===== config.mk =====
export PLATFORM = sky130hd
export DESIGN_NAME = pinbank_ctrl
export DESIGN_NICKNAME = d
export VERILOG_FILES = /design/src/rtl/pinbank_pkg.sv /design/src/rtl/pinbank_sync.sv /design/src/rtl/pinbank_bank.sv /design/src/rtl/pinbank_drive.sv /design/src/rtl/pinbank_ctrl.sv
export SDC_FILE = /design/constraint.sdc
export NUM_CORES = 1
export LEC_CHECK = 0
export BUFFER_PORTS_ARGS = -buffer_cell sky130_fd_sc_hd__buf_2
export CORE_AREA = 3 3 196 198
export CTS_CLUSTER_SIZE = 24
export DETAILED_ROUTE_END_ITERATION = 12
export DIE_AREA = 0 0 199 201
export PLACE_DENSITY = 0.76
export SYNTH_ARGS = -nofsm -noshare
export SYNTH_HDL_FRONTEND = slang
export SYNTH_HIERARCHICAL = 1
export SYNTH_SLANG_ARGS = --single-unit

===== constraint.sdc =====
create_clock -name clk -period 2.1 [get_ports clk]
set_clock_uncertainty 0.2 [all_clocks]
set_input_delay 0 -clock clk [delete_from_list [all_inputs] [get_ports clk]]
set_output_delay 0 -clock clk [all_outputs]
set_load 0.01 [all_outputs]

===== src/rtl/pinbank_pkg.sv =====
package pinbank_pkg;
  localparam int NUM_CTRL  = 6;
  localparam int REG_OUTV  = 0;
  localparam int REG_OE    = 1;
  localparam int REG_IE    = 2;
  localparam int REG_AO1   = 3;
  localparam int REG_AO2   = 4;
  localparam int REG_AI1   = 5;
  localparam int REG_LVL   = 6;
  localparam int REG_PEDGE = 7;
  localparam int REG_NEDGE = 8;
endpackage


===== src/rtl/pinbank_sync.sv =====
module pinbank_sync #(
  parameter int N = 32
) (
  input  logic         clk,
  input  logic         rst,
  input  logic [N-1:0] d,
  output logic [N-1:0] q
);
  logic [N-1:0] stage1_q;
  logic [N-1:0] stage2_q;

  always_ff @(posedge clk) begin
    if (rst) begin
      stage1_q <= '0;
      stage2_q <= '0;
    end else begin
      stage1_q <= d;
      stage2_q <= stage1_q;
    end
  end

  assign q = stage2_q;
endmodule


===== src/rtl/pinbank_bank.sv =====
module pinbank_bank
  import pinbank_pkg::*;
#(
  parameter int           W     = 16,
  parameter int           IDX_W = 5,
  parameter logic [W-1:0] RSVD  = '0
) (
  input  logic                          clk,
  input  logic                          rst,
  input  logic                          wr_en,
  input  logic [IDX_W-1:0]              idx,
  input  logic [2*W-1:0]                wdata,
  input  logic [W-1:0]                  lvl_sync,
  output logic [NUM_CTRL-1:0][W-1:0]    ctrl_o,
  output logic [W-1:0]                  rd_word
);
  logic [NUM_CTRL-1:0][W-1:0] ctrl_q;
  logic [W-1:0] pos_q, neg_q, prev_q;
  logic [W-1:0] set_h, clr_h, ie, rise, fall, pclr, nclr;

  assign set_h = wdata[W-1:0] & ~RSVD;
  assign clr_h = wdata[2*W-1:W];
  assign ie    = ctrl_q[REG_IE];
  assign rise  = lvl_sync & ~prev_q & ie;
  assign fall  = ~lvl_sync & prev_q & ie;
  assign pclr  = (wr_en && idx == IDX_W'(REG_PEDGE)) ? wdata[W-1:0] : '0;
  assign nclr  = (wr_en && idx == IDX_W'(REG_NEDGE)) ? wdata[W-1:0] : '0;

  always_ff @(posedge clk) begin
    if (rst) begin
      ctrl_q <= '0;
      pos_q  <= '0;
      neg_q  <= '0;
      prev_q <= '0;
    end else begin
      for (int i = 0; i < NUM_CTRL; i++) begin
        if (wr_en && idx == IDX_W'(i))
          ctrl_q[i] <= (ctrl_q[i] | set_h) & ~clr_h;
      end
      prev_q <= lvl_sync;
      pos_q  <= (pos_q & ~pclr) | rise;
      neg_q  <= (neg_q & ~nclr) | fall;
    end
  end

  always_comb begin
    rd_word = '0;
    for (int i = 0; i < NUM_CTRL; i++)
      if (idx == IDX_W'(i)) rd_word = ctrl_q[i];
    if (idx == IDX_W'(REG_LVL))   rd_word = lvl_sync & ie;
    if (idx == IDX_W'(REG_PEDGE)) rd_word = pos_q;
    if (idx == IDX_W'(REG_NEDGE)) rd_word = neg_q;
  end

  assign ctrl_o = ctrl_q;

  // a clear-half bit always leaves the output level bit at zero
  assert_clear_wins_R3: assert property (@(posedge clk) disable iff (rst)
    (wr_en && idx == IDX_W'(REG_OUTV)) |=>
      ((ctrl_q[REG_OUTV] & $past(wdata[2*W-1:W])) == '0));

  // an all-zero write changes nothing
  assert_idle_hold_R4: assert property (@(posedge clk) disable iff (rst)
    (wr_en && idx == IDX_W'(REG_OE) && wdata == '0) |=> $stable(ctrl_q[REG_OE]));

  // rising status is sticky without a clear write
  assert_sticky_R9: assert property (@(posedge clk) disable iff (rst)
    !(wr_en && idx == IDX_W'(REG_PEDGE)) |=> ((pos_q & $past(pos_q)) == $past(pos_q)));

  // a detected edge survives a simultaneous clear
  assert_edge_wins_R11: assert property (@(posedge clk) disable iff (rst)
    (rise != '0) |=> ((pos_q & $past(rise)) == $past(rise)));
endmodule


===== src/rtl/pinbank_drive.sv =====
module pinbank_drive #(
  parameter int N = 32
) (
  input  logic         clk,
  input  logic         rst,
  input  logic [N-1:0] lvl_bit,
  input  logic [N-1:0] drv_en,
  input  logic [N-1:0] route1,
  input  logic [N-1:0] route2,
  input  logic [N-1:0] src1,
  input  logic [N-1:0] src2,
  output logic [N-1:0] pin_out,
  output logic [N-1:0] pin_oe
);
  logic [N-1:0] nxt_out, nxt_oe;

  for (genvar p = 0; p < N; p++) begin : g_pin
    assign nxt_oe[p]  = route1[p] | route2[p] | drv_en[p];
    assign nxt_out[p] = route1[p] ? src1[p] :
                        route2[p] ? src2[p] :
                        drv_en[p] ? lvl_bit[p] : 1'b0;
  end

  always_ff @(posedge clk) begin
    if (rst) begin
      pin_out <= '0;
      pin_oe  <= '0;
    end else begin
      pin_out <= nxt_out;
      pin_oe  <= nxt_oe;
    end
  end

  // an undriven pin presents zero
  assert_quiet_undriven_R7: assert property (@(posedge clk) disable iff (rst)
    !pin_oe |-> ((pin_out & ~pin_oe) == '0));
endmodule


===== src/rtl/pinbank_ctrl.sv =====
module pinbank_ctrl
  import pinbank_pkg::*;
#(
  parameter int BANK_W    = 16,
  parameter int NUM_BANKS = 2,
  parameter int ADDR_W    = 8,
  parameter logic [NUM_BANKS*BANK_W-1:0] RSVD_MASK = 32'hE080_0000
) (
  input  logic                          clk,
  input  logic                          rst,
  input  logic                          bus_en,
  input  logic                          bus_we,
  input  logic [ADDR_W-1:0]             bus_addr,
  input  logic [2*BANK_W-1:0]           bus_wdata,
  output logic [2*BANK_W-1:0]           bus_rdata,
  input  logic [NUM_BANKS*BANK_W-1:0]   pin_in,
  output logic [NUM_BANKS*BANK_W-1:0]   pin_out,
  output logic [NUM_BANKS*BANK_W-1:0]   pin_oe,
  input  logic [NUM_BANKS*BANK_W-1:0]   aux_src1,
  input  logic [NUM_BANKS*BANK_W-1:0]   aux_src2,
  output logic [NUM_BANKS*BANK_W-1:0]   aux_in_route
);
  localparam int NPINS  = NUM_BANKS * BANK_W;
  localparam int DATA_W = 2 * BANK_W;
  localparam int BSEL_W = $clog2(NUM_BANKS);
  localparam int IDX_W  = ADDR_W - BSEL_W - 2;

  logic [BSEL_W-1:0] bsel;
  logic [IDX_W-1:0]  idx;
  logic [NPINS-1:0]  lvl_all, outv_all, oe_all, ao1_all, ao2_all, ai1_all;
  logic [NUM_BANKS-1:0][NUM_CTRL-1:0][BANK_W-1:0] ctrl_b;
  logic [NUM_BANKS-1:0][BANK_W-1:0] rd_word_b;
  logic [BANK_W-1:0] rd_sel;
  logic [DATA_W-1:0] rdata_q;
  logic [NPINS-1:0]  route_q;

  assign bsel = bus_addr[ADDR_W-1 -: BSEL_W];
  assign idx  = bus_addr[ADDR_W-BSEL_W-1:2];

  pinbank_sync #(.N(NPINS)) u_sync (
    .clk (clk), .rst (rst), .d (pin_in), .q (lvl_all)
  );

  for (genvar b = 0; b < NUM_BANKS; b++) begin : g_bank
    pinbank_bank #(
      .W     (BANK_W),
      .IDX_W (IDX_W),
      .RSVD  (RSVD_MASK[b*BANK_W +: BANK_W])
    ) u_bank (
      .clk      (clk),
      .rst      (rst),
      .wr_en    (bus_en && bus_we && bsel == BSEL_W'(b)),
      .idx      (idx),
      .wdata    (bus_wdata),
      .lvl_sync (lvl_all[b*BANK_W +: BANK_W]),
      .ctrl_o   (ctrl_b[b]),
      .rd_word  (rd_word_b[b])
    );
    assign outv_all[b*BANK_W +: BANK_W] = ctrl_b[b][REG_OUTV];
    assign oe_all  [b*BANK_W +: BANK_W] = ctrl_b[b][REG_OE];
    assign ao1_all [b*BANK_W +: BANK_W] = ctrl_b[b][REG_AO1];
    assign ao2_all [b*BANK_W +: BANK_W] = ctrl_b[b][REG_AO2];
    assign ai1_all [b*BANK_W +: BANK_W] = ctrl_b[b][REG_AI1];
  end

  pinbank_drive #(.N(NPINS)) u_drive (
    .clk     (clk),
    .rst     (rst),
    .lvl_bit (outv_all),
    .drv_en  (oe_all),
    .route1  (ao1_all),
    .route2  (ao2_all),
    .src1    (aux_src1),
    .src2    (aux_src2),
    .pin_out (pin_out),
    .pin_oe  (pin_oe)
  );

  always_comb begin
    rd_sel = '0;
    for (int b = 0; b < NUM_BANKS; b++)
      if (bsel == BSEL_W'(b)) rd_sel = rd_word_b[b];
  end

  always_ff @(posedge clk) begin
    if (rst) begin
      rdata_q <= '0;
      route_q <= '0;
    end else begin
      if (bus_en && !bus_we) rdata_q <= {{BANK_W{1'b0}}, rd_sel};
      route_q <= lvl_all & ai1_all;
    end
  end

  assign bus_rdata    = rdata_q;
  assign aux_in_route = route_q;

  // reserved pins are never driven
  assert_rsvd_quiet_R6: assert property (@(posedge clk) disable iff (rst)
    (pin_oe & RSVD_MASK) == '0);

  // upper read half is always zero
  assert_rdata_upper_R5: assert property (@(posedge clk) disable iff (rst)
    bus_rdata[DATA_W-1:BANK_W] == '0);
endmodule


==> reports/metrics.cfg <==
[grt]
gr-total-overflow = 0
grtUsageTotal_pct = 32.7
grt_max_degree = 77
grt_pass1_wl_mm = 102
grt_pass1_vias = 16955
antenna_found_initial = 5

[finish]
fin_nets = 2634
n_fill_cell = 2760
largest_reg_flops = 160
drive_gt1_share_pct = 25.5
area_growth_pct = 32.6

[power_and_ir_drop]
ir_worst_vdd_uv = 662
p_per_area_nw_per_um2 = 777
p_total_uw = 19700
p_leak_uw = 0.00969

[routing]
ant_nets = 0
num_vias = 18248
wirelength_mm = 68.8
drtPass1Iterations = 6
route.detailed.drc = 0
drtIter0Drc = 2581
wl_per_cell_um = 22.9
viasPerCell = 6.08

[floorplanning]
rows = 70
fp.dieW_um = 199
start_util_pct = 52.0
dieHeight_um = 201
dieArea_um2 = 40000
io_pins = 268
core_area_um2 = 36700

[setup_path]
critPathKind = in -> reg
r2r_slack_ns = 0.07
crit_path_end_kind = flop
worstSetupStartpointType = input port
cp_max_fo = 31
worstPathArrival_ns = 2.29
worstPathRequired_ns = 2.36

[clock_network]
cts_sinks = 464
htreeDepth = 2
clk_latency_ns = 0.58
cts_inserted_buffers = 47
path_clk_slew_ns = 0.06
cts_tree = done
root_buffer = clkbuf_16
cts_buffer_depth = 3

[sta]
fin_crit_ns = 2.03
final_hold_viol_count = 2
max_freq_ghz = 0.492
setup_tns_ns = 0
hold_slack_ns = -0.0232
setup_viol = 0
post-route-period-util_pct = 96.9
worst_slack_ns = 0.0656
report.final.slew_viol_count = 0
slew-limit-headroom_pct = 64.5
worst_pin_slew_ns = 0.532

[synth]
syn_inst = 1997
synth.ff_latch_count = 464
async_flop_share_pct = 0
yosysMostFrequentCell = dfxtp_1
synth_flop_cell = dfxtp_1
synth_common_cells = dfxtp_1 (464), a21oi_1 (363), a211oi_1 (187)
synth_top_area_share_pct = 48.7
synth_top_area_cell = dfxtp_1
syn_area_per_cell_um2 = 9.56
synth_area_um2 = 19100
synthDistinctLibCells = 60
synth_edf_count = 0
synthTopCellsByArea = dfxtp_1 (49%), a21oi_1 (9.5%), a211oi_1 (7.4%)
yosysSeqAreaShare_pct = 48.7
synth_warnings = 6

[run_status]
violations = negative hold slack
outcome = complete, but fails checks

[hold_path]
min_path_type = in -> reg

[place]
pre_cts_slack_ns = -0.0929
place.gp.congestion = 0.935
io_buffers = 249
dpl.hpwl_mm = 45.2

[flow_run]
max-cap-violations = 0

-- power breakdown --
group	switching [uW]	total (uW)	internal, uW
sequential	83.8	8990	8900
combinational	898	1590	692
clock	3520	9090	5570
total	4500	19700	15200
-- per-stage QoR --
step	cells	instance area, um^2	util, %
floorplan	2012	19100	-
global placement	2701	21400	58.4
detailed placement	2701	21400	58.4
CTS	2986	25100	68.4
global route	3001	25300	69.0
finish	3001	25300	69.0
-- logic make-up (layout without fill, tap and decap cells) --
kind of cell,Yosys count,after routing,synth area share [%]
compound gates,825,825,28.7
simple gates,469,469,15.3
flops,464,464,48.7
buf+inv,218,736,6.00
mux,20,20,1.31
other cells,1,19,0.0196
-- final timing paths --
| path | depth (start not counted) | start | endpoint |
|---|---|---|---|
| max reg2reg | 8 | g_bank[1].u_bank/ctrl_o[6] | bus_rdata[6] |
| min reg2reg | 1 | u_sync/stage1_q[29] | u_sync/q[29] |
| min | 5 | bus_addr[6] | g_bank[1].u_bank/ctrl_o[23] |
| max | 9 | bus_addr[5] | g_bank[1].u_bank/pos_q[8] |
-- critical path, stage by stage --
cell           delay (ns)
buf_2                0.12
dlygate4sd3_1        0.56
buf_4                0.17
nor3b_2              0.23
nand3_2              0.14
buf_12               0.19
o21ai_0              0.19
a21oi_1              0.10
dlygate4sd3_1        0.58
-- cell usage in the layout (no fill, tap or decap), types with 22 or more instances in the layout --
cell | Yosys | final
a211oi_1 | 187 | 186
a211oi_2 | 28 | 29
a21oi_1 | 363 | 363
a221oi_2 | 28 | 28
buf_12 | 2 | 28
buf_2 | 34 | 247
buf_4 | 23 | 119
clkbuf_16 | 0 | 51
dfxtp_1 | 464 | 463
dlygate4sd3_1 | 0 | 199
inv_1 | 49 | 49
nand2_1 | 66 | 66
nand2b_1 | 28 | 28
nand3b_1 | 83 | 83
nor2_1 | 75 | 75
nor2b_1 | 67 | 67
nor2b_2 | 60 | 60
nor3_1 | 33 | 33
o21ai_0 | 71 | 71
o21ai_1 | 22 | 22
o221ai_1 | 29 | 29
o22ai_1 | 31 | 31
-- what timing repair did --
action / 4_1_cts / 5_1_grt
gates resized for setup: 0 / 15
hold buffers: 200 / 0
endpoints found under the setup margin: 0 / 28
buffers inserted: 0 / 11
hold endpoints to repair: 464 / 0
-- layer usage --
metal	vias up	track usage [%]	share of wire, %
met5	-	0	0.026
met4	2	11.6	3.7
met3	136	6.56	12
met2	1201	45.4	40
met1	8608	50.1	44
li1	8301	-	-
-- cell type report --
class / count / area (um^2) / share of cell area [%]
Antenna cell: 3 / 7.51 / 0.0297
Inverter: 50 / 188 / 0.742
Multi-Input combinational cell: 1330 / 8750 / 34.6
Clock inverter: 17 / 265 / 1.05
Clock buffer: 68 / 1430 / 5.64
Timing Repair Buffer: 601 / 4800 / 19.0
Tap cell: 468 / 586 / 2.31
Sequential cell: 464 / 9290 / 36.7
(Power assumes the default switching activity.)
